[config.mk]
export PLATFORM = sky130hd
export DESIGN_NAME = pwrup_release_seq
export DESIGN_NICKNAME = d
export VERILOG_FILES = /design/src/rtl/pwrup_pkg.sv /design/src/rtl/pwrup_sync.sv /design/src/rtl/pwrup_delay_timer.sv /design/src/rtl/pwrup_emu_counter.sv /design/src/rtl/pwrup_release_seq.sv
export SDC_FILE = /design/constraint.sdc
export NUM_CORES = 1
export LEC_CHECK = 0
export BUFFER_PORTS_ARGS = -buffer_cell sky130_fd_sc_hd__buf_2
export CORE_ASPECT_RATIO = 1.2
export CORE_MARGIN = 4
export CORE_UTILIZATION = 45
export DETAILED_ROUTE_END_ITERATION = 8
export HOLD_SLACK_MARGIN = 0.15
export MAX_ROUTING_LAYER = met4
export PLACE_DENSITY_LB_ADDON = 0.08
export RECOVER_POWER = 100
export SKIP_LAST_GASP = 1
export SLEW_MARGIN = 25
export SYNTH_ARGS = -nofsm -noshare
export SYNTH_HDL_FRONTEND = slang
export SYNTH_SLANG_ARGS = --single-unit
[constraint.sdc]
create_clock -name clk -period 2.2 [get_ports clk]
set_input_delay 0.44 -clock clk [delete_from_list [all_inputs] [get_ports clk]]
set_output_delay 0.44 -clock clk [all_outputs]
set_load 0.01 [all_outputs]
[src/rtl/pwrup_pkg.sv]
package pwrup_pkg;
  typedef enum logic [1:0] {
    MODE_NOW     = 2'b00,
    MODE_WAIT    = 2'b01,
    MODE_EMU     = 2'b10,
    MODE_NOW_ALT = 2'b11
  } rel_mode_t;
endpackage

[src/rtl/pwrup_sync.sv]
module pwrup_sync #(
  parameter int STAGES = 2
) (
  input  logic clk,
  input  logic d_i,
  output logic q_o
);
  logic [STAGES-1:0] chain_q;

  generate
    for (genvar g = 0; g < STAGES; g++) begin : g_stage
      if (g == 0) begin : g_first
        always_ff @(posedge clk) chain_q[g] <= d_i;
      end else begin : g_next
        always_ff @(posedge clk) chain_q[g] <= chain_q[g-1];
      end
    end
  endgenerate

  assign q_o = chain_q[STAGES-1];
endmodule

[src/rtl/pwrup_delay_timer.sv]
module pwrup_delay_timer #(
  parameter int HOLD_CYCLES = 20
) (
  input  logic clk,
  input  logic clr_i,
  output logic done_o
);
  localparam int CW = (HOLD_CYCLES > 1) ? $clog2(HOLD_CYCLES) : 1;
  localparam logic [CW-1:0] LAST = CW'(HOLD_CYCLES - 1);

  logic [CW-1:0] cnt_q;

  always_ff @(posedge clk) begin
    if (clr_i)              cnt_q <= '0;
    else if (cnt_q != LAST) cnt_q <= cnt_q + 1'b1;
  end

  assign done_o = (cnt_q == LAST);

  // the hold counter never runs past its terminal value
  p_cnt_bound_r4: assert property (@(posedge clk) disable iff (clr_i)
    cnt_q <= LAST);
endmodule

[src/rtl/pwrup_emu_counter.sv]
module pwrup_emu_counter #(
  parameter int EMU_CYCLES  = 1024,
  parameter int SYNC_STAGES = 2
) (
  input  logic clk,
  input  logic clr_i,
  input  logic dclk_i,
  input  logic prog_n_i,
  output logic done_o
);
  localparam int CW = (EMU_CYCLES > 1) ? $clog2(EMU_CYCLES) : 1;
  localparam logic [CW-1:0] LAST = CW'(EMU_CYCLES - 1);

  logic dclk_s, prog_s, dclk_prev_q, rise, loading;
  logic [CW-1:0] cnt_q;

  pwrup_sync #(.STAGES(SYNC_STAGES)) u_dclk_sync (
    .clk(clk), .d_i(dclk_i), .q_o(dclk_s));
  pwrup_sync #(.STAGES(SYNC_STAGES)) u_prog_sync (
    .clk(clk), .d_i(prog_n_i), .q_o(prog_s));

  always_ff @(posedge clk) dclk_prev_q <= dclk_s;

  assign rise    = dclk_s & ~dclk_prev_q;
  assign loading = prog_s;

  always_ff @(posedge clk) begin
    if (clr_i || !loading)          cnt_q <= '0;
    else if (rise && cnt_q != LAST) cnt_q <= cnt_q + 1'b1;
  end

  assign done_o = loading & rise & (cnt_q == LAST);

  // the count only moves on a qualified configuration clock edge
  p_cnt_hold_r7: assert property (@(posedge clk) disable iff (clr_i)
    (loading && !rise) |=> $stable(cnt_q));

  // a low program control leaves the count at zero
  p_prog_clear_r8: assert property (@(posedge clk) disable iff (clr_i)
    !loading |=> (cnt_q == '0));
endmodule

[src/rtl/pwrup_release_seq.sv]
module pwrup_release_seq
  import pwrup_pkg::*;
#(
  parameter int CLK_HZ      = 100_000_000,
  parameter int HOLD_MS     = 50,
  parameter int HOLD_CYCLES = CLK_HZ / 1000 * HOLD_MS,
  parameter int EMU_CYCLES  = 1024,
  parameter int SYNC_STAGES = 2
) (
  input  logic       clk,
  input  logic       por_raw,
  input  logic [1:0] mode_sel,
  input  logic       cfg_prog_n,
  input  logic       cfg_dclk,
  output logic       user_rst,
  output logic       cdone_oe,
  output logic       cdone_val
);
  rel_mode_t mode_q;
  logic      released_q;
  logic      tmr_done, emu_done, release_now;

  always_ff @(posedge clk) begin
    if (por_raw) mode_q <= rel_mode_t'(mode_sel);
  end

  pwrup_delay_timer #(.HOLD_CYCLES(HOLD_CYCLES)) u_timer (
    .clk(clk), .clr_i(por_raw), .done_o(tmr_done));

  pwrup_emu_counter #(.EMU_CYCLES(EMU_CYCLES), .SYNC_STAGES(SYNC_STAGES)) u_emu (
    .clk(clk), .clr_i(por_raw), .dclk_i(cfg_dclk), .prog_n_i(cfg_prog_n),
    .done_o(emu_done));

  always_comb begin
    unique case (mode_q)
      MODE_WAIT: release_now = tmr_done;
      MODE_EMU:  release_now = emu_done;
      default:   release_now = 1'b1;
    endcase
  end

  always_ff @(posedge clk) begin
    if (por_raw)         released_q <= 1'b0;
    else if (release_now) released_q <= 1'b1;
  end

  assign user_rst  = ~released_q;
  assign cdone_oe  = ~released_q;
  assign cdone_val = 1'b0;

  // a sampled power-on reset always yields the held state
  p_por_holds_r2: assert property (@(posedge clk)
    por_raw |=> (user_rst && cdone_oe));

  // the captured mode only moves under power-on reset
  p_mode_frozen_r9: assert property (@(posedge clk) disable iff (por_raw)
    !por_raw |=> $stable(mode_q));

  // a delayed-mode release is preceded by the timer's terminal count
  p_wait_release_r4: assert property (@(posedge clk) disable iff (por_raw)
    ($fell(user_rst) && mode_q == MODE_WAIT) |-> $past(tmr_done));

  // an emulation-mode release is preceded by the final counted edge
  p_emu_release_r7: assert property (@(posedge clk) disable iff (por_raw)
    ($fell(user_rst) && mode_q == MODE_EMU) |-> $past(emu_done));
endmodule

### Word-level counts from Yosys, hierarchy flattened

Cells that the tools add are included.

* $add $sub $neg: 2
* equality and inequality tests: 6
* mux-type cells: 1
* bitwise operators: 5
* reduce and logical (&&, ||, !) cells: 3

Operators by type and width (count)
* adder 23 x 1 -> 23 bit (second input constant): 1
* equality test 23 bit (second input constant): 1
* inequality test 23 bit (second input constant): 1
* adder 10 x 1 -> 10 bit (second input constant): 1
* equality test 10 bit (second input constant): 1
* inequality test 10 bit (second input constant): 1
* bitwise AND 1 bit: 3
* equality test 2 x 1 -> 1 bit (second input constant): 1
* equality test 2 bit (second input constant): 1
* NOT 1 bit: 2
* one-hot mux 1 bit (2 select lines): 1
* logical AND 1 bit: 1
* logical NOT 1 bit: 1
* logical OR 1 bit: 1

* flip-flop bits (word level): 41
* input bits: 6
* output and inout port bits: 3
* logic and storage cells: 26

### Logic depth before layout (Yosys ltp)

* word-level depth: 5
* mapped depth: 6
* depth with buffers taken out: 5

### Modules after synthesis

A second synthesis with hierarchy kept.

* cells, all modules: 216
* area, all modules: 1936.9 µm²

By module, submodules not included
* pwrup_delay_timer: instances 1, cells each 139, area an instance 1157.4 µm², sequential area each 460.4 µm²
* pwrup_emu_counter: instances 1, cells each 59, area an instance 543.0 µm², sequential area each 220.2 µm²
* pwrup_release_seq: instances 1, cells each 14, area an instance 156.4 µm², sequential area each 80.1 µm²
* pwrup_sync: instances 2, cells each 2, area an instance 40.0 µm², sequential area each 40.0 µm²

### Least setup slack after synthesis

OpenSTA, ideal clock, no wires.

* path kind: reg-to-reg
* from: reg u_timer.cnt_q[0]
* to: reg u_timer.cnt_q[22]
* setup time: 70 ps
* arrival time: 1545 ps
* required time: 2130 ps
* slack: 585 ps
* cell stages (with the launch flop): 6
* buffers on the path: 1
* period minus slack after synthesis: 1615 ps
* cells stage by stage: dfxtp_1 > ha_1 > clkbuf_1 > nand2_1 > or4_1 > a21oi_1

* longest elaborated chain between the ends: 1
* elaborated cells on any way between the ends: 2
* classes of those cells: add/sub: 1; eq/ne: 1

RTL lines
* start, declared: RTL line pwrup_delay_timer.sv:11 `logic [CW-1:0] cnt_q;`
* start signal, assigned: RTL line pwrup_delay_timer.sv:15 `else if (cnt_q != LAST) cnt_q <= cnt_q + 1'b1;`
* adder 23 x 1 -> 23 bit / inequality test 23 bit (equally long branches): RTL line pwrup_delay_timer.sv:15

Several ways; a longest one is shown, not always the timed one.
A chain may end at the register's enable or synchronous reset.

### Final worst setup path

* from: reg u_timer.cnt_q[6]
* to: reg u_timer.cnt_q[22]

Same word-level chain as after synthesis.

==> run_results.csv <==
group,metric,value,unit
outcome,outcome,"completed",
synthesis,ys_warn_count,0,
synthesis,yosysMostFrequentCell,"dfxtp_1",
synthesis,ys_types,49,
die,initial_core_util,0.4674,
clock_network,clock_latency,0.29,ns
finish,fin_nets,238,
worst_setup_path,end_kind,"flip-flop",
worst_setup_path,path_max_fanout,14,
power_and_ir_drop,p_sw_frac,0.2038,
worst_setup_path,crit_slowest_cell,"or4_1",
global_route,antenna_found_initial,0,
hold_path,min_delay_path_depth,1,
synthesis,async_reset_ff_frac,0,
detailed_routing,vias_per_cell,5.786,
timing,slew_headroom,0.5789,
die,coreArea,0.004294,mm²
power_and_ir_drop,p_int,0.001120,W
synthesis,synth_top_cells_by_area,"dfxtp_1 (39%), xor2_1 (5.7%), nor2_1 (3.9%), a21oi_1 (3.7%), and4_1 (3.5%)",
die,boundaryPins,9,
finish,fillers,434,
worst_setup_path,max_stage_delay,0.55,ns
power_and_ir_drop,power.total,0.001407,W
worst_setup_path,cp_num_buf_inv,0,
timing,worst_pin_slew,0.6237,ns
worst_setup_path,critPathTopFamily,"simple AND/OR/NAND/NOR gates",
timing,fmax,535.2,MHz
timing,final-hold-violation-count,0,
worst_setup_path,rr_worst_depth,4,
power_and_ir_drop,ir_drop,0.2978,mV
worst_setup_path,crit_cells,4,
worst_setup_path,crit_required,2.42,ns
global_route,grt_first_pass_wirelength,6900,µm
detailed_routing,drt-initial-drc-count,45,
placed_design,place_ws,0.3913,ns
placed_design,port_buffers,7,
finish,n_antenna_cell,0,
die,rows,26,
power_and_ir_drop,leakage,0.8062,nW
timing,period_minus_slack,1.869,ns
timing,post-route-period-util,0.8494,
timing,skew,0.007727,ns
power_and_ir_drop,pwr-share-comb,0.039,
synthesis,synth_seq_cells,41,
synthesis,synth_nets,232,
placed_design,gp_congestion,0.7728,
placed_design,hpwl,2997,µm
clock_network,cts_hold_buf,0,
worst_setup_path,worstSetupPathType,"reg -> reg",
clock_network,h-tree-depth,2,
synthesis,avgSynthCellArea,9.040,µm²
clock_network,clock_path_buffers,2,
timing,drv_slew,0,
global_route,grt_max_degree,33,
global_route,gr-total-overflow,0,
timing,setup_ws,0.3314,ns
worst_setup_path,critPathArrivalTime,2.09,ns
die,die_w,68.97,µm
finish,postLayoutCoreUtil,0.5044,
detailed_routing,drt_wl_total,4104,µm
finish,area_growth_syn_to_layout,7.918,%
timing,setup_tns,0,ns
detailed_routing,drt_pass1_iterations,4,
synthesis,yosysTopAreaCell,"dfxtp_1",
worst_setup_path,cp_cell_sequence,"and4_1, nand4_4, or4_1, a21oi_1",
clock_network,path_clk_slew,0.08,ns
finish,drive_gt1_frac,0.08734,
detailed_routing,drtAntennaViolNets,0,
power_and_ir_drop,switchingPower,0.0002867,W
power_and_ir_drop,power.density,649.6,mW/mm²
global_route,grt_pass1_vias,1570,
synthesis,ys_seq_area_frac,0.4190,
clock_network,ctsResizeCount,0,
clock_network,cts_tree,"done",
finish,fin_cells,285,
worst_setup_path,setup.worst_path.start_class,"flip-flop",
die,fp.dieArea,0.005597,mm²
job,maxCapViolations,0,
hold_path,hold_class,"in -> reg",
synthesis,yosys_most_used_dff,"dfxtp_1",
global_route,track_usage,0.1684,
power_and_ir_drop,power_frac_clock,0.411,
timing,setup_viol,0,
clock_network,cts_post_setup_buffers_inserted,0,
clock_network,cts_sinks,41,
power_and_ir_drop,pwr-share-seq,0.550,
die,chipHeight,81.16,µm
placed_design,placed_cells_incl_taps,277,
clock_network,cts_root_buf,"clkbuf_8",
synthesis,synth_edf_count,2,
synthesis,syn_inst,222,
synthesis,netlist_area,0.002007,mm²
timing,rsz0062_at_grt,"false",
detailed_routing,drc,0,
synthesis,synth_top_area_frac,0.3890,
synthesis,synth_commonest_cells,"dfxtp_1 (39), nor2_1 (21), a21oi_1 (15)",
clock_network,numCtsBuffers,5,
detailed_routing,wire_per_inst,14.40,µm
detailed_routing,via_count,1649,
worst reg2reg max path, cell delays in order (launching register included):
cell and delay [ns]:
dfxtp_1 0.46, and4_1 0.41, nand4_4 0.23, or4_1 0.55, a21oi_1 0.15
per-layer routing:
layer,vias up,GRT usage,wire [µm]
li1,833,-,-
met1,791,0.1783,1782
met2,20,0.2987,2176
met3,5,0.03043,88
met4,0,0.07407,57
met5,-,-,0
cell type report:
class                      instances  area (µm²)  area share
timing repair buffer              11       62.56     0.02889
inverter                           6       22.52     0.01040
clock inverter                     2       33.78     0.01560
clock buffer                       6       72.57     0.03351
tap                               56       70.07     0.03235
multi-input combinational        163        1064      0.4910
sequential                        41       840.8      0.3882
metrics by stage:
step                      hold WS [ns]  area [µm²]
after floorplan                 0.3096        2007
after global placement          0.3138        2062
after detailed placement        0.3181        2062
after CTS                       0.2412        2168
after global routing            0.2375        2166
final                           0.2510        2166
placed cells by master (no fill, tap or decap), drive strengths merged, types with 3 or more instances in the layout:
cell / synthesis / final
nand2: 13 / 13
nor3b: 3 / 3
or4: 7 / 7
dfxtp: 39 / 39
clkbuf: 4 / 8
and4: 9 / 9
buf: 6 / 9
nor3: 6 / 6
xor2: 13 / 13
o31ai: 7 / 7
nor2: 21 / 21
nand4: 11 / 11
nand3: 11 / 11
and2: 4 / 4
or3: 3 / 3
a21oi: 15 / 15
and3: 6 / 6
o21ai: 4 / 4
inv: 6 / 6
ha: 4 / 4
worst paths after layout:
check                                    start                           end  slack [ns]
setup / recovery              u_timer.cnt_q[6]             u_timer.cnt_q[22]        0.33
hold / removal                        cfg_dclk  u_emu.u_dclk_sync.chain_q[0]        0.25
setup reg to reg              u_timer.cnt_q[6]             u_timer.cnt_q[22]        0.33
hold reg to reg   u_emu.u_dclk_sync.chain_q[0]         u_emu.u_dclk_sync.q_o        0.33
power by group through the flow:
stage / Combinational, W / Sequential, W / Clock (W)
3_3_place_gp: 0.0000544 / 0.000790 / 0
3_5_place_dp: 0.0000564 / 0.000792 / 0
5_1_grt: 0.0000633 / 0.000776 / 0.000623
2_1_floorplan: 0.0000422 / 0.000788 / 0
4_1_cts: 0.0000565 / 0.000774 / 0.000597
6_report: 0.0000546 / 0.000774 / 0.000578
cell families after synthesis:
family                     Yosys count  synth area share
DFF                                 41            0.4190
xor gates and xnor gates            13           0.05673
buffers and inverters               18           0.05112
and+or+nand+nor                    104            0.3067
muxes                                2          0.009975
other                                1          0.001869
adders and majority gates            4           0.02494
AOI/OAI and AO/OA                   39            0.1297
state kept, by name, indices dropped and copies added, names as in the netlist:
name and flops:
u_emu.cnt_q 10, released_q 1, mode_q 2, u_emu.u_prog_sync.chain_q 1, u_emu.u_prog_sync.q_o 1, u_emu.u_dclk_sync.q_o 1
u_timer.cnt_q 23, u_emu.u_dclk_sync.chain_q 1, u_emu.dclk_prev_q 1
(Power assumes the default switching activity.)
